--- config.mk ---
export PLATFORM = sky130hd
export DESIGN_NAME = pwr_mode_ctrl
export DESIGN_NICKNAME = d
export VERILOG_FILES = /design/src/rtl/pmc_pkg.sv /design/src/rtl/pmc_sync2.sv /design/src/rtl/pmc_ready_timer.sv /design/src/rtl/pmc_src_track.sv /design/src/rtl/pmc_mode_fsm.sv /design/src/rtl/pwr_mode_ctrl.sv
export SDC_FILE = /design/constraint.sdc
export NUM_CORES = 1
export LEC_CHECK = 0
export ABC_AREA = 1
export BUFFER_PORTS_ARGS = -buffer_cell sky130_fd_sc_hd__buf_2
export CORE_MARGIN = 4
export CORE_UTILIZATION = 30
export CTS_BUF_LIST = sky130_fd_sc_hd__clkbuf_16
export CTS_CLUSTER_DIAMETER = 150
export DETAILED_ROUTE_END_ITERATION = 6
export GPL_ROUTABILITY_DRIVEN = 0
export MAX_ROUTING_LAYER = met4
export PLACE_DENSITY_LB_ADDON = 0.15
export SYNTH_ARGS = -nofsm -noshare
export SYNTH_HDL_FRONTEND = slang
export SYNTH_SLANG_ARGS = --single-unit
--- constraint.sdc ---
create_clock -name clk -period 1.6 [get_ports clk]
set_clock_uncertainty 0.15 [all_clocks]
set_input_delay 0.24 -clock clk [delete_from_list [all_inputs] [get_ports clk]]
set_output_delay 0.24 -clock clk [all_outputs]
set_load 0.01 [all_outputs]
--- src/rtl/pmc_pkg.sv ---
package pmc_pkg;

  typedef enum logic [2:0] {
    M_RUN     = 3'd0,
    M_IDLE    = 3'd1,
    M_SLEEP   = 3'd2,
    M_SLPWAIT = 3'd3,
    M_WAKEDLY = 3'd4
  } pmc_mode_e;

  typedef enum logic [1:0] {
    SRC_PRI = 2'd0,
    SRC_SEC = 2'd1,
    SRC_INT = 2'd2
  } pmc_src_e;

  // Map the software clock-select field to a source code.
  function automatic pmc_src_e sel_to_src(input logic [1:0] sel);
    if (sel[1])      return SRC_INT;
    else if (sel[0]) return SRC_SEC;
    else             return SRC_PRI;
  endfunction

  // Ready delay in cycles of the controller clock, at least one.
  function automatic int unsigned ready_cycles(input int unsigned osc_khz,
                                               input int unsigned delay_us);
    int unsigned c;
    c = (osc_khz * delay_us) / 1000;
    return (c < 1) ? 1 : c;
  endfunction

endpackage

--- src/rtl/pmc_sync2.sv ---
module pmc_sync2 #(
  parameter int unsigned STAGES = 2
) (
  input  logic clk,
  input  logic rst_n,
  input  logic clr,
  input  logic d,
  output logic q
);
  logic [STAGES-1:0] chain;

  always_ff @(posedge clk or negedge rst_n) begin
    if (!rst_n)   chain <= '0;
    else if (clr) chain <= '0;
    else          chain <= {chain[STAGES-2:0], d};
  end

  assign q = chain[STAGES-1];


  sync_depth_chk: assert property (@(posedge clk) disable iff (!rst_n)
    $rose(q) |-> $past(d, STAGES));


  sync_clear_chk: assert property (@(posedge clk) disable iff (!rst_n)
    clr |=> !q);

endmodule

--- src/rtl/pmc_ready_timer.sv ---
module pmc_ready_timer #(
  parameter int unsigned CYCLES = 10
) (
  input  logic clk,
  input  logic rst_n,
  input  logic run,
  output logic done
);
  localparam int unsigned CW = (CYCLES < 2) ? 1 : $clog2(CYCLES + 1);
  localparam logic [CW-1:0] LAST = CW'(CYCLES - 1);

  logic [CW-1:0] cnt;

  always_ff @(posedge clk or negedge rst_n) begin
    if (!rst_n)            cnt <= '0;
    else if (!run)         cnt <= '0;
    else if (cnt != LAST)  cnt <= cnt + 1'b1;
  end

  assign done = run && (cnt == LAST);


  tmr_start_chk: assert property (@(posedge clk) disable iff (!rst_n)
    (run && !$past(run)) |-> (cnt == '0));

endmodule

--- src/rtl/pmc_src_track.sv ---
module pmc_src_track
  import pmc_pkg::*;
(
  input  logic       clk,
  input  logic       rst_n,
  input  logic [1:0] clk_sel,
  input  logic       pri_rdy_s,
  input  logic       track_en,
  input  logic       ev_sleep,
  input  logic       ev_wake_fast,
  input  logic       ev_slp_done,
  input  logic       ev_wake_idle,
  output pmc_src_e   sys_src,
  output logic       pend
);
  logic [1:0] sel_q;
  logic       sel_changed;
  logic       pend_hit;

  assign sel_changed = (clk_sel != sel_q);
  assign pend_hit    = pend && pri_rdy_s;

  always_ff @(posedge clk or negedge rst_n) begin
    if (!rst_n) begin
      sys_src <= SRC_PRI;
      pend    <= 1'b0;
      sel_q   <= 2'b00;
    end else begin
      sel_q <= clk_sel;
      if (ev_sleep) begin
        pend <= 1'b0;
      end else if (ev_wake_fast) begin
        sys_src <= SRC_INT;
        pend    <= 1'b1;
      end else if (ev_slp_done) begin
        sys_src <= SRC_PRI;
        pend    <= 1'b0;
      end else if (track_en) begin
        if (pend) begin
          if (pend_hit) begin
            sys_src <= SRC_PRI;
            pend    <= 1'b0;
          end
        end else if (ev_wake_idle && (sys_src != SRC_PRI)) begin
          pend <= 1'b1;
        end else if (sel_changed) begin
          sys_src <= sel_to_src(clk_sel);
        end
      end
    end
  end


  pend_switch_chk: assert property (@(posedge clk) disable iff (!rst_n)
    (track_en && pend && pri_rdy_s && !ev_sleep) |=> (sys_src == SRC_PRI && !pend));


  pend_hold_chk: assert property (@(posedge clk) disable iff (!rst_n)
    (track_en && pend && !pri_rdy_s && !ev_sleep) |=> $stable(sys_src));


  sel_apply_chk: assert property (@(posedge clk) disable iff (!rst_n)
    (track_en && !pend && !ev_sleep && !ev_wake_idle && clk_sel[1] && (clk_sel != sel_q))
      |=> (sys_src == SRC_INT));

endmodule

--- src/rtl/pmc_mode_fsm.sv ---
module pmc_mode_fsm
  import pmc_pkg::*;
(
  input  logic      clk,
  input  logic      rst_n,
  input  logic      sleep_req,
  input  logic      idle_en,
  input  logic      irq_wake,
  input  logic      wdt_expire,
  input  logic      fast_start_en,
  input  logic      pri_rdy_s,
  input  logic      tmr_done,
  output pmc_mode_e mode,
  output logic      cpu_ready,
  output logic      wdt_rst_req,
  output logic      ev_sleep,
  output logic      ev_wake_fast,
  output logic      ev_slp_done,
  output logic      ev_wake_idle
);
  pmc_mode_e mode_nx;
  logic      rdy_nx;
  logic      wake;
  logic      sleep_take;

  assign wake       = irq_wake | wdt_expire;
  assign sleep_take = (mode == M_RUN) && sleep_req && !wake;

  assign ev_sleep     = sleep_take && !idle_en;
  assign ev_wake_fast = (mode == M_SLEEP) && wake && fast_start_en;
  assign ev_slp_done  = (mode == M_SLPWAIT) && pri_rdy_s;
  assign ev_wake_idle = (mode == M_IDLE) && wake;

  always_comb begin
    mode_nx = mode;
    rdy_nx  = 1'b0;
    unique case (mode)
      M_RUN:     if (sleep_take) mode_nx = idle_en ? M_IDLE : M_SLEEP;
      M_IDLE:    if (wake) mode_nx = M_WAKEDLY;
      M_WAKEDLY: if (tmr_done) begin
                   mode_nx = M_RUN;
                   rdy_nx  = 1'b1;
                 end
      M_SLEEP:   if (wake) begin
                   if (fast_start_en) begin
                     mode_nx = M_RUN;
                     rdy_nx  = 1'b1;
                   end else begin
                     mode_nx = M_SLPWAIT;
                   end
                 end
      M_SLPWAIT: if (pri_rdy_s) begin
                   mode_nx = M_RUN;
                   rdy_nx  = 1'b1;
                 end
      default:   mode_nx = M_RUN;
    endcase
  end

  always_ff @(posedge clk or negedge rst_n) begin
    if (!rst_n) begin
      mode        <= M_RUN;
      cpu_ready   <= 1'b0;
      wdt_rst_req <= 1'b0;
    end else begin
      mode        <= mode_nx;
      cpu_ready   <= rdy_nx;
      wdt_rst_req <= (mode == M_RUN) && wdt_expire;
    end
  end


  sleep_entry_chk: assert property (@(posedge clk) disable iff (!rst_n)
    (mode == M_RUN && sleep_req && !idle_en && !irq_wake && !wdt_expire) |=> (mode == M_SLEEP));


  idle_entry_chk: assert property (@(posedge clk) disable iff (!rst_n)
    (mode == M_RUN && sleep_req && idle_en && !irq_wake && !wdt_expire) |=> (mode == M_IDLE));


  sleep_hold_chk: assert property (@(posedge clk) disable iff (!rst_n)
    (mode == M_SLEEP && !irq_wake && !wdt_expire) |=> (mode == M_SLEEP));


  idle_hold_chk: assert property (@(posedge clk) disable iff (!rst_n)
    (mode == M_IDLE && !irq_wake && !wdt_expire) |=> (mode == M_IDLE));


  wdt_run_chk: assert property (@(posedge clk) disable iff (!rst_n)
    (mode == M_RUN && wdt_expire) |=> (mode == M_RUN && wdt_rst_req));


  wdt_wake_chk: assert property (@(posedge clk) disable iff (!rst_n)
    (mode == M_IDLE && wdt_expire) |=> (mode == M_WAKEDLY && !wdt_rst_req));


  ready_pulse_chk: assert property (@(posedge clk) disable iff (!rst_n)
    cpu_ready |=> !cpu_ready);


  ready_in_run_chk: assert property (@(posedge clk) disable iff (!rst_n)
    cpu_ready |-> (mode == M_RUN && $past(mode) != M_RUN));


  wake_priority_chk: assert property (@(posedge clk) disable iff (!rst_n)
    (mode == M_RUN && sleep_req && irq_wake) |=> (mode == M_RUN));

endmodule

--- src/rtl/pwr_mode_ctrl.sv ---
module pwr_mode_ctrl
  import pmc_pkg::*;
#(
  parameter int unsigned INTOSC_KHZ  = 1000,
  parameter int unsigned READY_US    = 10,
  parameter int unsigned SYNC_STAGES = 2
) (
  input  logic       clk,
  input  logic       rst_n,
  input  logic       sleep_req,
  input  logic       idle_en,
  input  logic [1:0] clk_sel,
  input  logic       irq_wake,
  input  logic       wdt_expire,
  input  logic       pri_osc_ready,
  input  logic       fast_start_en,
  output logic       cpu_clk_en,
  output logic       per_clk_en,
  output logic [1:0] cpu_src,
  output logic [1:0] per_src,
  output logic       pri_osc_run,
  output logic       osc_stat,
  output logic       wdt_rst_req,
  output logic       cpu_ready
);
  localparam int unsigned READY_CYC = ready_cycles(INTOSC_KHZ, READY_US);

  pmc_mode_e mode;
  pmc_src_e  sys_src;
  logic      pri_rdy_s;
  logic      tmr_done;
  logic      track_en;
  logic      sync_clr;
  logic      pend;
  logic      ev_sleep, ev_wake_fast, ev_slp_done, ev_wake_idle;

  assign track_en = (mode == M_RUN) || (mode == M_IDLE) || (mode == M_WAKEDLY);
  assign sync_clr = (mode == M_SLEEP);

  pmc_sync2 #(.STAGES(SYNC_STAGES)) u_rdy_sync (
    .clk   (clk),
    .rst_n (rst_n),
    .clr   (sync_clr),
    .d     (pri_osc_ready),
    .q     (pri_rdy_s)
  );

  pmc_ready_timer #(.CYCLES(READY_CYC)) u_ready_tmr (
    .clk   (clk),
    .rst_n (rst_n),
    .run   (mode == M_WAKEDLY),
    .done  (tmr_done)
  );

  pmc_mode_fsm u_fsm (
    .clk           (clk),
    .rst_n         (rst_n),
    .sleep_req     (sleep_req),
    .idle_en       (idle_en),
    .irq_wake      (irq_wake),
    .wdt_expire    (wdt_expire),
    .fast_start_en (fast_start_en),
    .pri_rdy_s     (pri_rdy_s),
    .tmr_done      (tmr_done),
    .mode          (mode),
    .cpu_ready     (cpu_ready),
    .wdt_rst_req   (wdt_rst_req),
    .ev_sleep      (ev_sleep),
    .ev_wake_fast  (ev_wake_fast),
    .ev_slp_done   (ev_slp_done),
    .ev_wake_idle  (ev_wake_idle)
  );

  pmc_src_track u_src (
    .clk          (clk),
    .rst_n        (rst_n),
    .clk_sel      (clk_sel),
    .pri_rdy_s    (pri_rdy_s),
    .track_en     (track_en),
    .ev_sleep     (ev_sleep),
    .ev_wake_fast (ev_wake_fast),
    .ev_slp_done  (ev_slp_done),
    .ev_wake_idle (ev_wake_idle),
    .sys_src      (sys_src),
    .pend         (pend)
  );

  assign cpu_clk_en  = (mode == M_RUN);
  assign per_clk_en  = track_en;
  assign cpu_src     = sys_src;
  assign per_src     = sys_src;
  assign pri_osc_run = (mode != M_SLEEP);
  assign osc_stat    = track_en && (sys_src == SRC_PRI) && pri_rdy_s;


  slp_wait_dark_chk: assert property (@(posedge clk) disable iff (!rst_n)
    (mode == M_SLEEP && irq_wake && !fast_start_en) |=> (!per_clk_en && pri_osc_run));


  fast_wake_src_chk: assert property (@(posedge clk) disable iff (!rst_n)
    (mode == M_SLEEP && irq_wake && fast_start_en) |=> (cpu_clk_en && cpu_src == 2'b10 && pend));


  stat_sleep_chk: assert property (@(posedge clk) disable iff (!rst_n)
    $fell(pri_osc_run) |-> !osc_stat);

endmodule

; ---- After elaboration in Yosys (flattened, before gate mapping)
; Cells that the tools add are included.
[word_totals]
ff_bits = 16
in_bits = 10
out_inout_bits = 10
elab_cells = 84
[op_classes]
add_sub_neg = 1
n_eq_ne = 16
n_mux = 32
bitwise_logic = 2
reduce_logical = 25
[op_table]
columns = operator, count
row1 = $mux W2, 11
row2 = $mux W3, 5
row3 = $pmux W3 S5, 1
row4 = $logic_and A1 B1 Y1, 13
row5 = $mux W1, 12
row6 = $reduce_and A5 Y1, 2
row7 = $mux W4, 2
row8 = $ne A4 B4 Y1 const B, 2
row9 = $reduce_bool A4 Y1, 2
row10 = $eq A3 B2 Y1 const B, 2
row11 = $ne A2 B1 Y1 const B, 3
row12 = $ne A2 B2 Y1 const B, 3
row13 = $add A4 B1 Y4 const B, 1
row14 = $eq A4 B4 Y1 const B, 1
row15 = $ne A4 B3 Y1 const B, 1
row16 = $eq A3 B1 Y1 const B, 1
row17 = $eq A3 B3 Y1 const B, 1
row18 = $logic_not A3 Y1, 1
row19 = $ne A3 B2 Y1 const B, 1
row20 = $pmux W1 S3, 1
row21 = $reduce_bool A3 Y1, 1
row22 = $logic_not A1 Y1, 2
row23 = $logic_not A2 Y1, 1
row24 = $logic_or A1 B1 Y1, 2
row25 = 4 further kinds, 4

; ---- Depth between registers and ports, before layout
; Gate-level depths: netlist of run 1.
[logic_depth]
word_depth = 9
mapped_depth = 11
ltp_nobuf = 11

; ---- Cells and area by module
; A second synthesis of run 1 with hierarchy kept.
[hier_totals]
cells_unflattened = 151
hier_area_um2 = 1039.7
[modules_own_cells]
columns = module, instances, cells_each, area_each_um2, seq_area_each_um2
row1 = pmc_mode_fsm, 1, 54, 354.1, 125.1
row2 = pmc_src_track, 1, 44, 305.3, 125.1
row3 = pmc_ready_timer, 1, 31, 236.5, 100.1
row4 = pwr_mode_ctrl, 1, 16, 78.8, 0.0
row5 = pmc_sync2, 1, 6, 65.1, 50.0

; ---- Worst setup path after synthesis of run 1
; OpenSTA, ideal clock, no wires.
[synth_path]
path_kind = reg-to-reg
startpoint = register u_ready_tmr.cnt[1]
endpoint = register u_fsm.mode[0]
setup_time_ns = 0.121
arrival_ns = 1.214
required_ns = 1.329
slack_ns = 0.115
path_stages_with_launch = 12
n_path_buf = 0
synth_period_minus_slack_ns = 1.485
path_cell_list = dfrtp_1 inv_1 ha_1 inv_1 nor2_1 nand2_1 nand2_1 inv_1 nor2_1 nand3_2 nand2_1 o21ai_1
[synth_between]
elab_chain_cells = 4
[synth_rtl]
columns = element, line_no
row1 = "start, declared", pmc_ready_timer.sv:12  ; logic [CW-1:0] cnt;
row2 = "start signal, assigned", pmc_ready_timer.sv:17  ; else if (cnt != LAST) cnt <= cnt + 1'b1;
row3 = $eq A4 B4 Y1, pmc_ready_timer.sv:20  ; assign done = run && (cnt == LAST);
row4 = $logic_and A1 B1 Y1, pmc_ready_timer.sv:20
row5 = $ne A2 B2 Y1 (no source line), n/a
row6 = $reduce_and A5 Y1 (no source line), n/a
row7 = "end signal, assigned", pmc_mode_fsm.sv:66  ; mode <= mode_nx;
row8 = "end, declared", pmc_mode_fsm.sv:13  ; output pmc_mode_e mode,
; Every way passes these cells.
; A chain may end at the register's enable or synchronous reset.

; ---- Worst setup path in the final report of run 1
[layout_path]
startpoint = register u_fsm.mode[1]
endpoint = output port cpu_clk_en
[layout_between]
elab_chain_cells = 1
[layout_rtl]
columns = element, line_no
row1 = $logic_not A3 Y1, pwr_mode_ctrl.sv:88  ; assign cpu_clk_en = (mode == M_RUN);
row2 = "end, declared", pwr_mode_ctrl.sv:17  ; output logic cpu_clk_en,
; Every way passes these cells.

==> summary.txt, run 1 <==
Drt
  • Iteration-0 DRC Markers: 30
  • Total vias in the final route: 853
  • Drt drc: 0
  • WL/cell: 11.1 um
  • Post-route ant nets: 0
  • Post-Route WL: 2.14 mm
  • Detailed Routing Iterations Pass 1: 4
  • Vias per Instance: 4.40

Synthesis
  • Register area share after synthesis: 42.8%
  • YS warnings: 0
  • Synth Register Bits: 16
  • Synth Cell Area: 936 sq um
  • Mapped Avg Cell Area: 7.86 sq um
  • Syn_nets: 131
  • Synthesized instance count: 119
  • Unique masters post-synth: 26

Global routing
  • Grt total ovfl: 0
  • Pin count of the biggest net entering global routing: 17
  • Antenna violations before repair: 0
  • Vias in the first global route: 762
  • First-pass GRT wire length: 3.37 mm
  • Tot GR Track Use: 10.9%

Timing
  • Slew @ Worst Pin: 376 ps
  • Final Cycle Share: 99.8%
  • Tmin final: 1600 ps
  • Fmax: 626 MHz
  • Fin. Hold Viols: 0
  • Fin. max-slew vios: 0
  • Final setup vio count: 0
  • Setup slack after layout: 3.53 ps
  • RSZ-0062 raised after global routing: true
  • Rel. slew slack: 74.7%

Setup path
  • Kind of critical path: flop to output pin
  • CP max stage delay: 480 ps
  • Crit path max fanout: 8
  • Startpoint types: flop
  • WP data arrival: 1210 ps
  • CP Capture Type: output pin
  • Ordered cell list for the critical path: nor2_1 -> nand2_2 -> inv_1 -> buf_2
  • Critical path required time: 1210 ps
  • CP max stage cell: dfrtp_2

Die
  • Die Span Y: 63.9 um
  • Site row count: 20
  • I/O pins: 20
  • Total core area: 0.00303 sq mm
  • Die width: 63.9 um
  • Full die area: 0.00408 sq mm
  • Initial Utilization: 30.9%

CTS
  • Root buf cell: clkbuf_16
  • Clock tree buffer depth: 2
  • H-tree levels: 1
  • CTS Buf Count: 3
  • CTS tree: yes
  • Worst-path clk slew: 50 ps
  • Clock sinks: 16
  • Worst-Skew Late Latency: 240 ps

Pwr
  • PwrDens: 1730 mW/mm^2
  • Peak VDD IR: 0.000781 V
  • Overall power: 2.29 mW
  • P_leak: 0.677 nW

Cells and area
  • Area Overhead vs Synth: 40.9%
  • Filler instances: 313
  • Layout cell share with drive strength beyond 1: 40.7%
  • # diodes: 0
  • Final net count: 164

Placement
  • IO Port Bufs: 19
  • Dpl ws: -4.74 ps
  • HPWL Detailed: 1.50 mm

Flow run
  • Max-cap violation count: 0

Run status
  • Status: complete, no violations

Worst hold path
  • Worst Hold Class: input pin to flop
[flip-flops by register name, summed over array words and instances, names as in the netlist]
signal,count
u_ready_tmr.cnt,4
u_fsm.mode,3
u_rdy_sync.chain,2
u_src.sel_q,2
u_src.sys_src,2
u_fsm.cpu_ready,1
u_fsm.wdt_rst_req,1
u_src.pend,1
[cell type report]
type	count	area [sq um]	share of cell area [%]
clock buffer	3	75.1	5.69
multi-input combinational	77	493	37.4
inverter	23	91.3	6.93
sequential	16	403	30.6
timing repair buffer	31	201	15.3
tap	44	55.1	4.17
[cells in the mapped netlist, drive strengths merged]
master  count  area (sq um)
nand4       1          6.26
ha          2          25.0
nor4        1          6.26
xnor2       1          8.76
o21ai       7          38.8
inv        23          86.3
nor2       14          65.1
nand2      29           119
buf         3          26.3
nor3        5          46.3
a21oi       2          10.0
o22ai       2          12.5
o21a        1          7.51
nand3      12          77.6
dfrtp      16           400
[path summary, 6_finish.rpt]
path / startpoint / to / cells after the start / slack, ps
min in group asynchronous: rst_n / u_src.sel_q[0]$_DFF_PN0_ / 2 / 290
setup reg to reg: u_ready_tmr.cnt[1]$_DFFE_PN0P_ / u_fsm.mode[1]$_DFFE_PN0P_ / 11 / 50
max in group asynchronous: rst_n / u_fsm.mode[0]$_DFFE_PN0P_ / 2 / 710
setup / recovery: u_fsm.mode[1]$_DFFE_PN0P_ / cpu_clk_en / 4 / 4
hold / removal: clk_sel[0] / u_src.sel_q[0]$_DFF_PN0_ / 1 / 0.6
hold reg to reg: u_rdy_sync.chain[0]$_DFF_PN0_ / u_rdy_sync.chain[1]$_DFF_PN0_ / 2 / 280
[critical path, delay by kind of cell, from the launching register on]
family        cells  cell delay, ps
buf+inv           2             230
simple gates      2             260
flops             1             480
[where the power goes]
group / internal [mW] / total, mW / switching, mW / leakage, nW
Combinational: 0.508 / 1.15 / 0.637 / 0.437
Clock: 0.328 / 0.477 / 0.150 / 0.0370
Sequential: 0.523 / 0.663 / 0.140 / 0.204
[kinds of logic after synthesis]
family / count (synthesis) / synth area share [%]
DFF: 16 / 42.8
adders and majority gates: 2 / 2.67
AOI/OAI and AO/OA: 12 / 7.35
and+or+nand+nor: 62 / 34.2
buffers and inverters: 26 / 12.0
xor gates and xnor gates: 1 / 0.936
[per-layer routing]
| metal | wire [um] | GRT usage, % | vias up |
|---|---|---|---|
| met5 | 0 | - | - |
| met1 | 900 | 12.6 | 392 |
| met3 | 119 | 3.87 | 4 |
| li1 | - | - | 435 |
| met2 | 1090 | 17.0 | 22 |
| met4 | 39 | 4.31 | 0 |
[placed cells by master, fill, tap and decap left out, drive strengths merged, types with 2 or more instances in the layout]
| master | n |
|---|---|
| nand2 | 29 |
| clkbuf | 3 |
| ha | 2 |
| nor2 | 14 |
| inv | 23 |
| o21ai | 7 |
| o22ai | 2 |
| dfrtp | 16 |
| buf | 30 |
| nand3 | 12 |
| nor3 | 5 |
| a21oi | 2 |
[per-stage QoR]
step	util, %	instance area, sq um	hold WS, ps	setup TNS (ps)	std cells
final	43.6	1320	0.588	0	194
after detailed placement	35.7	1080	32.4	-4.74	182
after global routing	43.6	1320	9.90	-403	194
after global placement	35.7	1080	32.2	-2.67	182
after floorplan	-	936	-206	0	119
after CTS	39.0	1180	0.370	-13.0	187
[repair_timing]
item | 4_1_cts | 5_1_grt
hold endpoints to repair | 16 | 0
buffers inserted | 1 | 7
setup endpoints to repair | 6 | 8
hold buffers | 1 | 0
pin swaps | 0 | 6
resized for setup | 4 | 21
Note: power is estimated with default switching activity, not from simulation.
==> run 2, diff against run 1 <==
--- a/config.mk
+++ b/config.mk
@@ -14,7 +14,6 @@
 export DETAILED_ROUTE_END_ITERATION = 6
 export GPL_ROUTABILITY_DRIVEN = 0
 export MAX_ROUTING_LAYER = met4
-export PLACE_DENSITY_LB_ADDON = 0.15
 export SYNTH_ARGS = -nofsm -noshare
 export SYNTH_HDL_FRONTEND = slang
 export SYNTH_SLANG_ARGS = --single-unit
==> summary.txt, run 2 (synthesis results as in run 1) <==
Setup path
  • Kind of critical path: flop to output pin
  • Crit path max fanout: 8 (unchanged)
  • Delay-heaviest family, CP: flip-flops
  • WP data arrival: 1160 ps (-50 ps)
  • Critical path required time: 1210 ps (about the same)
  • Startpoint types: flop
  • CP Capture Type: output pin
  • Ordered cell list for the critical path: inv_2 -> buf_4 -> nand3_4 -> buf_2
  • CP Buf/Inv Count: 3 (+1)
  • CP max stage cell: dfrtp_2
  • CP max stage delay: 420 ps (-60 ps)

Cells and area
  • Layout cell share with drive strength beyond 1: 39.6% (-1.1 points)
  • Max reg flops: 4 (unchanged)
  • # diodes: 0 (unchanged)
  • Final net count: 167 (+1.8%)
  • Largest registers: u_ready_tmr.cnt (4), u_fsm.mode (3)
  • Largest Register: u_ready_tmr.cnt
  • Utilization after layout: 43.0% (-0.54 points)
  • Area Overhead vs Synth: 39.2%
  • Most common cell after layout, fill and taps aside: nand2_1
  • Design area: 0.00130 sq mm (-1.2%)
  • Most frequent cells in the layout: nand2_1, inv_1, buf_2

Drt
  • Post-route ant nets: 0 (unchanged)
  • Vias per Instance: 4.34 (-1.2%)
  • Iteration-0 DRC Markers: 22 (-27%)
  • Detailed Routing Iterations Pass 1: 4 (unchanged)
  • Post-Route WL: 2.00 mm (-6.6%)
  • Drt drc: 0 (unchanged)
  • WL/cell: 10.1 um (-8.5%)
  • Total vias in the final route: 860 (+0.82%)

CTS
  • Root buf cell: clkbuf_16
  • H-tree levels: 1 (unchanged)
  • Worst-Skew Late Latency: 250 ps (about the same)
  • Worst-path clk slew: 50 ps (about the same)
  • Clock tree buffer depth: 2 (unchanged)
  • CTS tree: yes
  • Clock sinks: 16 (unchanged)
  • CTS Buf Count: 3 (unchanged)

Die
  • I/O pins: 20 (unchanged)
  • Initial Utilization: 30.9% (unchanged)
  • Die width: 63.9 um (unchanged)
  • Full die area: 0.00408 sq mm (unchanged)
  • Total core area: 0.00303 sq mm (unchanged)
  • Site row count: 20 (unchanged)
  • Die Span Y: 63.9 um (unchanged)

Global routing
  • Tot GR Track Use: 10.5% (-0.32 points)
  • First-pass GRT wire length: 3.33 mm (-1.5%)
  • Vias in the first global route: 810 (+6.3%)
  • Pin count of the biggest net entering global routing: 17 (unchanged)
  • Antenna violations before repair: 0 (unchanged)
  • Grt total ovfl: 0 (unchanged)

Timing
  • Slew @ Worst Pin: 360 ps (-15.6 ps)
  • Fin. Hold Viols: 0 (unchanged)
  • Fmax: 646 MHz (+3.1%)
  • Min Hold Slack: 31.5 ps (+30.9 ps)
  • Fin Setup TNS: 0 ps (unchanged)
  • Tmin final: 1550 ps (-48.3 ps)
  • RSZ-0062 raised after global routing: true
  • Final setup vio count: 0 (unchanged)
  • Fin. max-slew vios: 0 (unchanged)
  • Rel. slew slack: 76.0% (+1.2 points)
  • Final Cycle Share: 96.8% (-3.0 points)
  • Setup slack after layout: 51.8 ps (+48.3 ps)

Placement
  • IO Port Bufs: 19 (unchanged)
  • Dpl ws: 30.1 ps (+34.8 ps)
  • HPWL Detailed: 1.44 mm (-3.8%)
  • Placed inst area: 0.00107 sq mm (-1.4%)

Run status
  • Status: complete, no violations

Pwr
  • Peak VDD IR: 0.000616 V (-21%)
  • PwrDens: 1690 mW/mm^2 (-2.4%)
  • P_leak: 0.681 nW (+0.59%)

Worst hold path
  • Worst Hold Class: input pin to flop

Flow run
  • Max-cap violation count: 0 (unchanged)
run 2: through the flow:
step	instances	power, mW
after floorplan	119	1.29
after global placement	180	1.47
after detailed placement	180	1.49
after CTS	192	2.07
after global routing	198	2.38
final	198	2.20
run 2: power by group:
part	internal, mW	switching [mW]	total, mW
clock	0.332	0.158	0.489
combinational	0.470	0.621	1.09
sequential	0.525	0.0993	0.624
run 2: worst reg2reg max path, cell delays in order, from the launching register on:
cell and delay [ps]:
dfrtp_2 420, buf_4 170, nand4_1 170, inv_1 100, nor2_2 180, nand2_2 100
nand3_1 80, nand2_1 50
run 2: cell type report:
type | count | area (sq um)
flip-flops and latches | 16 | 404
fillers | 302 | 1730
well taps | 44 | 55.1
multi-input cells | 77 | 458
repair buffers | 34 | 218
inverters | 23 | 88.8
clock inverters | 1 | 3.75
clock buffers | 3 | 75.1
run 2: worst paths after layout:
check                                              start                       endpoint  slack, ps  cells after the start
max                            u_fsm.mode[2]$_DFFE_PN0P_                    pri_osc_run         50                      4
min                                        pri_osc_ready  u_rdy_sync.chain[0]$_DFF_PN0_         30                      3
max reg2reg                    u_fsm.mode[1]$_DFFE_PN0P_   u_src.sys_src[0]$_DFFE_PN0P_         70                      7
min reg2reg                u_rdy_sync.chain[0]$_DFF_PN0_  u_rdy_sync.chain[1]$_DFF_PN0_        290                      2
max in group asynchronous                          rst_n      u_fsm.mode[0]$_DFFE_PN0P_        730                      2
min in group asynchronous                          rst_n       u_src.sel_q[0]$_DFF_PN0_        280                      2
run 2: timing repair:
action                                  in CTS  in global routing
endpoints found under the setup margin       3                  8
pin swaps                                    0                  4
buffers inserted                             5                  6
hold buffers                                 3                  0
endpoints found under the hold margin       18                  0
gates resized for setup                      3                 12
run 2: routing by layer:
| metal | GRT usage [%] | share of wire, % |
|---|---|---|
| met2 | 17.2 | 51 |
| met1 | 12.0 | 43 |
| met5 | - | 0 |
| met3 | 4.04 | 4.5 |
| met4 | 3.23 | 1.5 |
